## config.mk

```make
export PLATFORM = sky130hd
export DESIGN_NAME = cmpl_irq_pacer
export DESIGN_NICKNAME = d
export VERILOG_FILES = /design/src/rtl/cip_pkg.sv /design/src/rtl/cip_queue_cell.sv /design/src/rtl/cip_pace_timer.sv /design/src/rtl/cmpl_irq_pacer.sv
export SDC_FILE = /design/constraint.sdc
export NUM_CORES = 2
export LEC_CHECK = 0
export ABC_AREA = 1
export BUFFER_PORTS_ARGS = -buffer_cell sky130_fd_sc_hd__buf_2
export CORE_ASPECT_RATIO = 1.75
export CORE_UTILIZATION = 29
export CTS_BUF_LIST = sky130_fd_sc_hd__clkbuf_8
export CTS_CLUSTER_SIZE = 12
export DETAILED_ROUTE_END_ITERATION = 7
export SETUP_SLACK_MARGIN = 0.2
export SYNTH_ARGS = -nofsm -noshare
export SYNTH_HDL_FRONTEND = slang
export SYNTH_SLANG_ARGS = --single-unit
```

## constraint.sdc

```tcl
create_clock -name clk -period 4.25 [get_ports clk]
set_clock_uncertainty 0.1 [all_clocks]
set_input_delay 0.6375 -clock clk [delete_from_list [all_inputs] [get_ports clk]]
set_output_delay 0.6375 -clock clk [all_outputs]
set_load 0.01 [all_outputs]
```

## src/rtl/cip_pkg.sv

```systemverilog
package cip_pkg;
   typedef enum logic [0:0] {QK_RX = 1'b0, QK_TX = 1'b1} qkind_e;

   function automatic int unsigned idx_width(input int unsigned n);
      return (n < 2) ? 1 : $clog2(n);
   endfunction

   function automatic qkind_e kind_of(input int unsigned idx, input int unsigned n_rx);
      return (idx < n_rx) ? QK_RX : QK_TX;
   endfunction
endpackage

```

## src/rtl/cip_queue_cell.sv

```systemverilog
module cip_queue_cell #(
   parameter int unsigned PTR_W = 32
) (
   input  logic             clk,
   input  logic             rst_n,
   input  logic             hw_set,
   input  logic [PTR_W-1:0] hw_ptr,
   input  logic             ack_wr,
   input  logic [PTR_W-1:0] ack_ptr,
   output logic             pending,
   output logic             ack_match
);
   logic [PTR_W-1:0] last_ptr;

   assign ack_match = ack_wr && (ack_ptr == last_ptr);

   always_ff @(posedge clk) begin
      if (!rst_n) begin
         pending  <= 1'b0;
         last_ptr <= '0;
      end else if (hw_set) begin
         pending  <= 1'b1;
         last_ptr <= hw_ptr;
      end else if (ack_match) begin
         pending  <= 1'b0;
      end
   end


   hw_sets_chk: assert property (@(posedge clk) disable iff (!rst_n)
      hw_set |=> pending);

   match_clears_chk: assert property (@(posedge clk) disable iff (!rst_n)
      (ack_match && !hw_set) |=> !pending);

   mismatch_holds_chk: assert property (@(posedge clk) disable iff (!rst_n)
      (pending && !ack_match) |=> pending);

   collision_keeps_chk: assert property (@(posedge clk) disable iff (!rst_n)
      (hw_set && ack_match) |=> (pending && last_ptr == $past(hw_ptr)));
endmodule

```

## src/rtl/cip_pace_timer.sv

```systemverilog
module cip_pace_timer #(
   parameter int unsigned PACE_W   = 16,
   parameter int unsigned RST_PACE = 0
) (
   input  logic              clk,
   input  logic              rst_n,
   input  logic              pace_wr,
   input  logic [PACE_W-1:0] pace_val,
   input  logic              service,
   input  logic              tick,
   output logic              expired
);
   localparam logic [PACE_W-1:0] RST_VAL = PACE_W'(RST_PACE);

   logic [PACE_W-1:0] reload_q;
   logic [PACE_W-1:0] cnt_q;

   assign expired = (cnt_q == '0);

   always_ff @(posedge clk) begin
      if (!rst_n) begin
         reload_q <= RST_VAL;
         cnt_q    <= RST_VAL;
      end else if (pace_wr) begin
         reload_q <= pace_val;
         cnt_q    <= pace_val;
      end else if (service) begin
         cnt_q    <= reload_q;
      end else if (tick && cnt_q != '0) begin
         cnt_q    <= cnt_q - 1'b1;
      end
   end


   tick_dec_chk: assert property (@(posedge clk) disable iff (!rst_n)
      (tick && !expired && !pace_wr && !service) |=> (cnt_q == $past(cnt_q) - 1'b1));

   saturate_chk: assert property (@(posedge clk) disable iff (!rst_n)
      (expired && !pace_wr && !service) |=> expired);

   reload_chk: assert property (@(posedge clk) disable iff (!rst_n)
      (service && !pace_wr) |=> (cnt_q == $past(reload_q)));

   pace_load_chk: assert property (@(posedge clk) disable iff (!rst_n)
      pace_wr |=> (cnt_q == $past(pace_val) && reload_q == $past(pace_val)));
endmodule

```

## src/rtl/cmpl_irq_pacer.sv

```systemverilog
module cmpl_irq_pacer #(
   parameter int unsigned NUM_RX   = 16,
   parameter int unsigned NUM_TX   = 16,
   parameter int unsigned PTR_W    = 32,
   parameter int unsigned PACE_W   = 16,
   parameter int unsigned RST_PACE = 0,
   localparam int unsigned NQ      = NUM_RX + NUM_TX,
   localparam int unsigned QID_W   = cip_pkg::idx_width(NQ)
) (
   input  logic              clk,
   input  logic              rst_n,
   input  logic              hw_cp_wr,
   input  logic [QID_W-1:0]  hw_cp_qid,
   input  logic [PTR_W-1:0]  hw_cp_ptr,
   input  logic              cpu_ack_wr,
   input  logic [QID_W-1:0]  cpu_ack_qid,
   input  logic [PTR_W-1:0]  cpu_ack_ptr,
   input  logic              cpu_pace_wr,
   input  logic [PACE_W-1:0] cpu_pace_val,
   input  logic              pace_tick,
   output logic [NQ-1:0]     irq_status,
   output logic              irq_out
);
   import cip_pkg::*;

   if (NQ < 1 || NQ > 32) begin : g_bad_nq
      $error("cmpl_irq_pacer: queue count must be 1..32");
   end
   if (PTR_W < 1) begin : g_bad_ptr
      $error("cmpl_irq_pacer: PTR_W must be at least 1");
   end
   if (PACE_W < 1 || PACE_W > 31) begin : g_bad_pace
      $error("cmpl_irq_pacer: PACE_W must be 1..31");
   end
   if (RST_PACE >= (1 << PACE_W)) begin : g_bad_rst
      $error("cmpl_irq_pacer: RST_PACE does not fit PACE_W");
   end

   logic [NQ-1:0] match_vec;
   logic          service;
   logic          expired;
   logic          any_pend;

   for (genvar gq = 0; gq < NQ; gq++) begin : g_q
      localparam qkind_e KIND = kind_of(gq, NUM_RX);
      logic set_q;
      logic ack_q;
      assign set_q = hw_cp_wr   && (hw_cp_qid   == QID_W'(gq));
      assign ack_q = cpu_ack_wr && (cpu_ack_qid == QID_W'(gq));

      cip_queue_cell #(.PTR_W(PTR_W)) u_cell (
         .clk       (clk),
         .rst_n     (rst_n),
         .hw_set    (set_q),
         .hw_ptr    (hw_cp_ptr),
         .ack_wr    (ack_q),
         .ack_ptr   (cpu_ack_ptr),
         .pending   (irq_status[gq]),
         .ack_match (match_vec[gq])
      );
   end

   assign service  = |match_vec;
   assign any_pend = |irq_status;

   cip_pace_timer #(.PACE_W(PACE_W), .RST_PACE(RST_PACE)) u_timer (
      .clk      (clk),
      .rst_n    (rst_n),
      .pace_wr  (cpu_pace_wr),
      .pace_val (cpu_pace_val),
      .service  (service),
      .tick     (pace_tick),
      .expired  (expired)
   );

   assign irq_out = any_pend && expired;


   last_clear_chk: assert property (@(posedge clk) disable iff (!rst_n)
      (cpu_ack_wr && !hw_cp_wr && service && $countones(irq_status) == 1
       && irq_status[cpu_ack_qid]) |=> !irq_out);

   ack_reload_chk: assert property (@(posedge clk) disable iff (!rst_n)
      (service && !cpu_pace_wr && any_pend && !expired) |=> !irq_out || $past(hw_cp_wr) == 1'b0);

   ack_only_one_chk: assert property (@(posedge clk) disable iff (!rst_n)
      $onehot0(match_vec));
endmodule

```

# ---- After elaboration in Yosys (flattened, before gate mapping)
# Index checks and enable logic that the tools add are counted.
dict set report word_totals {
  reg_bits 1088
  output_inout_bits 33
  latchBits 0
  rom_bits 0
  mem_count 0
  ramBits 0
  word_cells 365
  inputBits 96
}
dict set report op_classes {
  multipliers 0
  n_addsub 1
  eq_ne 94
  n_mux 67
  shifts 0
  n_lt_le_gt_ge 0
  bitwise_logic 0
  n_reduce_logical 137
  div 0
}
# op count
set op_table {}
lappend op_table {{32-bit equality test} 32}
lappend op_table {{5-bit equality test (second input constant)} 32}
lappend op_table {{1-bit logical AND} 98}
lappend op_table {{5-bit by 4-bit equality test with 1-bit output (second input constant)} 16}
lappend op_table {{1-bit two-way mux} 64}
lappend op_table {{2-bit nonzero test} 32}
lappend op_table {{32-bit OR reduction} 2}
lappend op_table {{16-bit two-way mux} 3}
lappend op_table {{5-bit by 3-bit equality test with 1-bit output (second input constant)} 8}
lappend op_table {{5-bit by 2-bit equality test with 1-bit output (second input constant)} 4}
lappend op_table {{16-bit logical NOT} 1}
lappend op_table {{16-bit nonzero test} 1}
lappend op_table {{16-bit by 1-bit subtractor with 16-bit output (second input constant)} 1}
lappend op_table {{5-bit by 1-bit equality test with 1-bit output (second input constant)} 2}
lappend op_table {{5-bit logical NOT} 2}
lappend op_table {{3-bit nonzero test} 1}

# ---- Depth between registers and ports, before layout
dict set report logic_depth {
  ltp_word 6
  mapped_depth 22
  depth_no_buf 19
}

# ---- By module
# A second synthesis with hierarchy kept.
dict set report unflattened {
  cells_unflattened 10569
  hier_area_um2 63249.4
}
# mod cells_per_inst seq_area_each_um2 n_inst area_per_inst_um2
set modules_own_cells {}
lappend modules_own_cells {cip_queue_cell 315 660.6 32 1894.3}
lappend modules_own_cells {cip_pace_timer 299 640.6 1 1878.1}
lappend modules_own_cells {cmpl_irq_pacer 190 0.0 1 753.2}

# ---- Worst setup path before layout
# Ideal clock, no wire load.
dict set report synth_path {
  path_type {input-to-reg}
  startpoint {input port cpu_ack_ptr[19]}
  endpoint {register u_timer.cnt_q[11]}
  t_required_ns 4.035
  setup_time_ns 0.115
  cell_stages 20
  n_path_buf 4
  arrival_ns 2.257
  setup_slack_ns 1.778
  path_cell_list {buf_4 -> inv_2 -> buf_6 -> buf_6 -> nand2_1 -> nand2_1 -> nor2_1 -> nand3_1 -> nor2_1 -> nand3_1 -> nor2_1 -> nor2_1 -> nand2_1 -> nor2_1 -> nand2_1 -> nor2_4 -> nand3_2 -> buf_4 -> o21bai_1 -> nor2_1}
}
dict set report synth_via {
  elab_chain_cells 5
  word_cells_on_any_way 68
  cone_classes {eq/ne (32); mux (2); reduce/logical (34)}
}
# item line
set synth_rtl {}
lappend synth_rtl {{start, declared} cmpl_irq_pacer.sv:17} ;# input logic [PTR_W-1:0] cpu_ack_ptr,
lappend synth_rtl {{32-bit equality test} cip_queue_cell.sv:15} ;# assign ack_match = ack_wr && (ack_ptr == last_ptr);
lappend synth_rtl {{1-bit logical AND} cip_queue_cell.sv:15}
lappend synth_rtl {{32-bit OR reduction *} cmpl_irq_pacer.sv:63} ;# assign service = |match_vec;
lappend synth_rtl {{16-bit two-way mux} cip_pace_timer.sv:27} ;# end else if (service) begin
lappend synth_rtl {{16-bit two-way mux} cip_pace_timer.sv:24} ;# end else if (pace_wr) begin
lappend synth_rtl {{end signal, assigned} cip_pace_timer.sv:26} ;# cnt_q <= pace_val;
lappend synth_rtl {{end signal, assigned} cip_pace_timer.sv:28} ;# cnt_q <= reload_q;
lappend synth_rtl {{end signal, assigned} cip_pace_timer.sv:30} ;# cnt_q <= cnt_q - 1'b1;
lappend synth_rtl {{end, declared} cip_pace_timer.sv:16} ;# logic [PACE_W-1:0] cnt_q;
# Mark *: on every way between the ends. The rest lies on a longest branch, timed or not.
# A chain may end at the register's enable or synchronous reset.

# ---- Worst setup path in the final report
dict set report layout_path {
  startpoint {register g_q[3].u_cell.pending}
  endpoint {output port irq_out}
}
dict set report layout_via {
  elab_chain_cells 2
}
# item line
set layout_rtl {}
lappend layout_rtl {{start, declared} cip_queue_cell.sv:10} ;# output logic pending,
lappend layout_rtl {{start signal, assigned} cip_queue_cell.sv:19} ;# pending <= 1'b0;
lappend layout_rtl {{start signal, assigned} cip_queue_cell.sv:22} ;# pending <= 1'b1;
lappend layout_rtl {{start signal, assigned} cip_queue_cell.sv:25} ;# pending <= 1'b0;
lappend layout_rtl {{32-bit OR reduction} cmpl_irq_pacer.sv:64} ;# assign any_pend = |irq_status;
lappend layout_rtl {{1-bit logical AND} cmpl_irq_pacer.sv:76} ;# assign irq_out = any_pend && expired;
lappend layout_rtl {{end, declared} cmpl_irq_pacer.sv:22} ;# output logic irq_out
# Every way passes these cells.

==> impl_metrics.yaml <==
clock_tree:
  cts_root_buf: "clkbuf_8"
  cts_made_buffers: 173
  cts_tree: "done"
  ctsHtreeMaxLevel: 4
  clock_path_buffers: 4
  insertion_delay_ns: 0.92
  clk_pin_slew_worst_paths_ns: 0.07
  numClockSinks: 1088
routing:
  route.met2.wl_mm: 133
  routed-wl-met3_mm: 30.3
  drt-initial-drc-count: 7561
  drt_pass1_iterations: 7
  wire_per_inst_um: 26.4
  drc: 0
  topRoutingLayerUsed: "met5"
  ant_nets: 0
  vias: 60000
  routed_wl_mm: 301
  drt-vias-per-instance: 5.26
  met1_length_mm: 104
timing:
  setup_slack_ns: 0.361
  fin_setup_tns_ns: 0
  period_needed_ns: 3.89
  hold-worst-slack_ns: 0.0496
  period_share_pct: 91.5
  finalSetupViolations: 0
  rsz0062_at_grt: "no"
  tightest_slew_ns: 1.37
  hold_viol_final: 0
  slew_viol_final: 0
  timing.slew.headroom_pct: 8.99
  fmaxAchievable_mhz: 257
place:
  place_congestion: 0.989
  placedCellCount: 11100
  port_buffers: 128
  dp_hpwl_mm: 193
  placed_area_mm2: 0.0600
  pre_cts_ws_ns: 0.227
synthesis:
  ys_types: 39
  async_flop_share_pct: 0
  synth_edf_count: 0
  synth_top_family_by_area: "simple AND/OR/NAND/NOR gates"
  synth.avg_cell_area_um2: 6.41
  synthTopCellsByCount: "2343 x nand2_1, 1088 x dfxtp_1, 1046 x a21oi_1"
  synth.ff_latch_count: 1088
  synthMuxAreaShare_pct: 0
  synth_top_area_share_pct: 38.9
  synth_adder_area_share_pct: 0.0223
  ys_warn_count: 0
  synthFlopType: "dfxtp_1"
  synth_largest_area_cell: "dfxtp_1"
  synth_compound_area_share_pct: 19.1
  synth-xor-area-share_pct: 4.55
  synth_most_common_cell: "nand2_1"
  yosysSeqAreaShare_pct: 38.9
  synth-simple-area-share_pct: 25.2
  synth.net_count: 8841
  yosys-top-cells-area: "dfxtp_1 39%, nand2_1 16%, a21oi_1 9.3%"
  syn_inst: 8744
  netlist_area_mm2: 0.0561
die:
  dieWidth_um: 334
  coreArea_mm2: 0.192
  start_util_pct: 29.2
  ios: 129
  num_rows: 213
  die_h_um: 584
  dieArea_mm2: 0.195
layout:
  final_core_util_pct: 33.1
  syn2layout_area_growth_pct: 13.5
  nets: 8796
  fin_area_mm2: 0.0636
  layoutNonFillerInstCount: 11400
  drive_above_1_share_pct: 8.51
setup_path:
  cp_max_fo: 3
  cpPeakStageDelay_ns: 0.68
  slowest_stage: "nor4_2"
  reg2reg_from: "g_q[6].u_cell.last_ptr[19]$_SDFFE_PN0P_"
  crit_chain: "nor4_2 -> buf_4 -> nand4_1 -> nor2_1 -> nor2_1 -> buf_2"
  rrSetupSlack_ns: 0.95
  crit_path_frequent_cell: "nor2_1"
  required_ns: 3.51
  arrival_ns: 3.15
  cp_num_buf_inv: 2
  critical_path.top_delay_family: "simple AND/OR/NAND/NOR gates"
  cp-start-kind: "flip-flop"
  r2r_cells: 19
  critical_path_class: "flip-flop to output port"
  reg2reg_to: "u_timer.cnt_q[11]$_SDFFE_PN0P_"
  cp-end-kind: "output port"
worst_hold_path:
  hold_end: "u_timer.reload_q[4]$_SDFFE_PN0P_"
  hp-class: "input port to flip-flop"
  holdCritStartpoint: "cpu_pace_val[4]"
  hold_depth: 5
pwr:
  p_leak_nw: 25.2
  vdd_drop_max_v: 0.000185
  power_density_mw_per_mm2: 363
  power.total_mw: 23.1
global_routing:
  grt_first_pass_wirelength_mm: 414
  grt_max_degree: 221
  track_usage_pct: 29.9
  grt_pass1_vias: 55500
  grt-ovfl-total: 0
  antenna_found_initial: 40
flow_run:
  maxCapViolCount: 0
run_status:
  status: "finished, final reports clean"
## cell families after synthesis
logic type | count (synthesis)
adders and majority gates | 1
xor gates and xnor gates | 291
buffers and inverters | 1664
DFF | 1088
AOI/OAI and AO/OA | 2123
and+or+nand+nor | 3577
## worst max path at each step
stage                                        from                        endpoint  slack (ns)  depth (start not counted)
5_1_grt             u_timer.cnt_q[0]$_SDFFE_PN0P_                         irq_out        0.23                         12
3_5_place_dp                      cpu_ack_ptr[29]   u_timer.cnt_q[3]$_SDFFE_PN0P_        0.23                         17
6_report       g_q[3].u_cell.pending$_SDFFE_PN0P_                         irq_out        0.36                          6
2_1_floorplan                     cpu_ack_ptr[19]  u_timer.cnt_q[11]$_SDFFE_PN0P_        1.78                         20
3_3_place_gp                      cpu_ack_ptr[29]   u_timer.cnt_q[0]$_SDFFE_PN0P_        0.20                         17
4_1_cts             u_timer.cnt_q[0]$_SDFFE_PN0P_                         irq_out        0.24                         11
## layout by cell type (no fill, tap or decap), types with 23 or more instances in the layout
master    instances
a21oi_1        1046
buf_2           106
xnor2_1         212
nor2_1          806
inv_1          1009
o21ai_1          90
xor2_1           79
nand2_1        2336
nand3_1         309
buf_4           259
inv_2            35
dfxtp_1        1088
nand4_1          66
o211ai_1         23
buf_12           63
clkbuf_8        221
o21ai_0         949
## cell type report
type	count	area, um^2
fill	20900	129000
multi-input combinational	5992	27500
sequential	1088	21800
timing repair buffer	444	3900
inverter	1000	3780
tap	2580	3230
clock buffer	221	3040
clock inverter	78	380
antenna	15	37.5
## what timing repair did
item | in CTS | in global routing
resized for setup | 0 | 1
hold buffers | 15 | 0
hold endpoints to repair | 25 | 0
setup buffers | 0 | 1
setup endpoints to repair | 0 | 1
## state kept, by name, indices dropped and copies added (netlist names)
signal / flops
g_q.u_cell.last_ptr: 1024
g_q.u_cell.pending: 32
u_timer.cnt_q: 16
u_timer.reload_q: 16
## routing by layer
layer / up-vias / track usage, %
li1: 27400 / -
met1: 27600 / 33.2
met2: 3699 / 47.5
met3: 1356 / 5.98
met4: 32 / 29.0
met5: - / 0
## worst min-delay path, cell delays in order
cell and delay [ns]:
buf_2 0.08, nand2_1 0.09, inv_1 0.07, a21oi_1 0.07, nor2_1 0.08
## power by group
part | leakage (nW) | switching [mW] | internal, mW | total [mW]
Clock | 1.98 | 4.66 | 4.77 | 9.43
Sequential | 8.79 | 0.0890 | 10.3 | 10.4
Combinational | 14.4 | 2.43 | 0.807 | 3.24
Total | 25.2 | 7.18 | 15.9 | 23.1
Power figures use the tool's default switching activity.
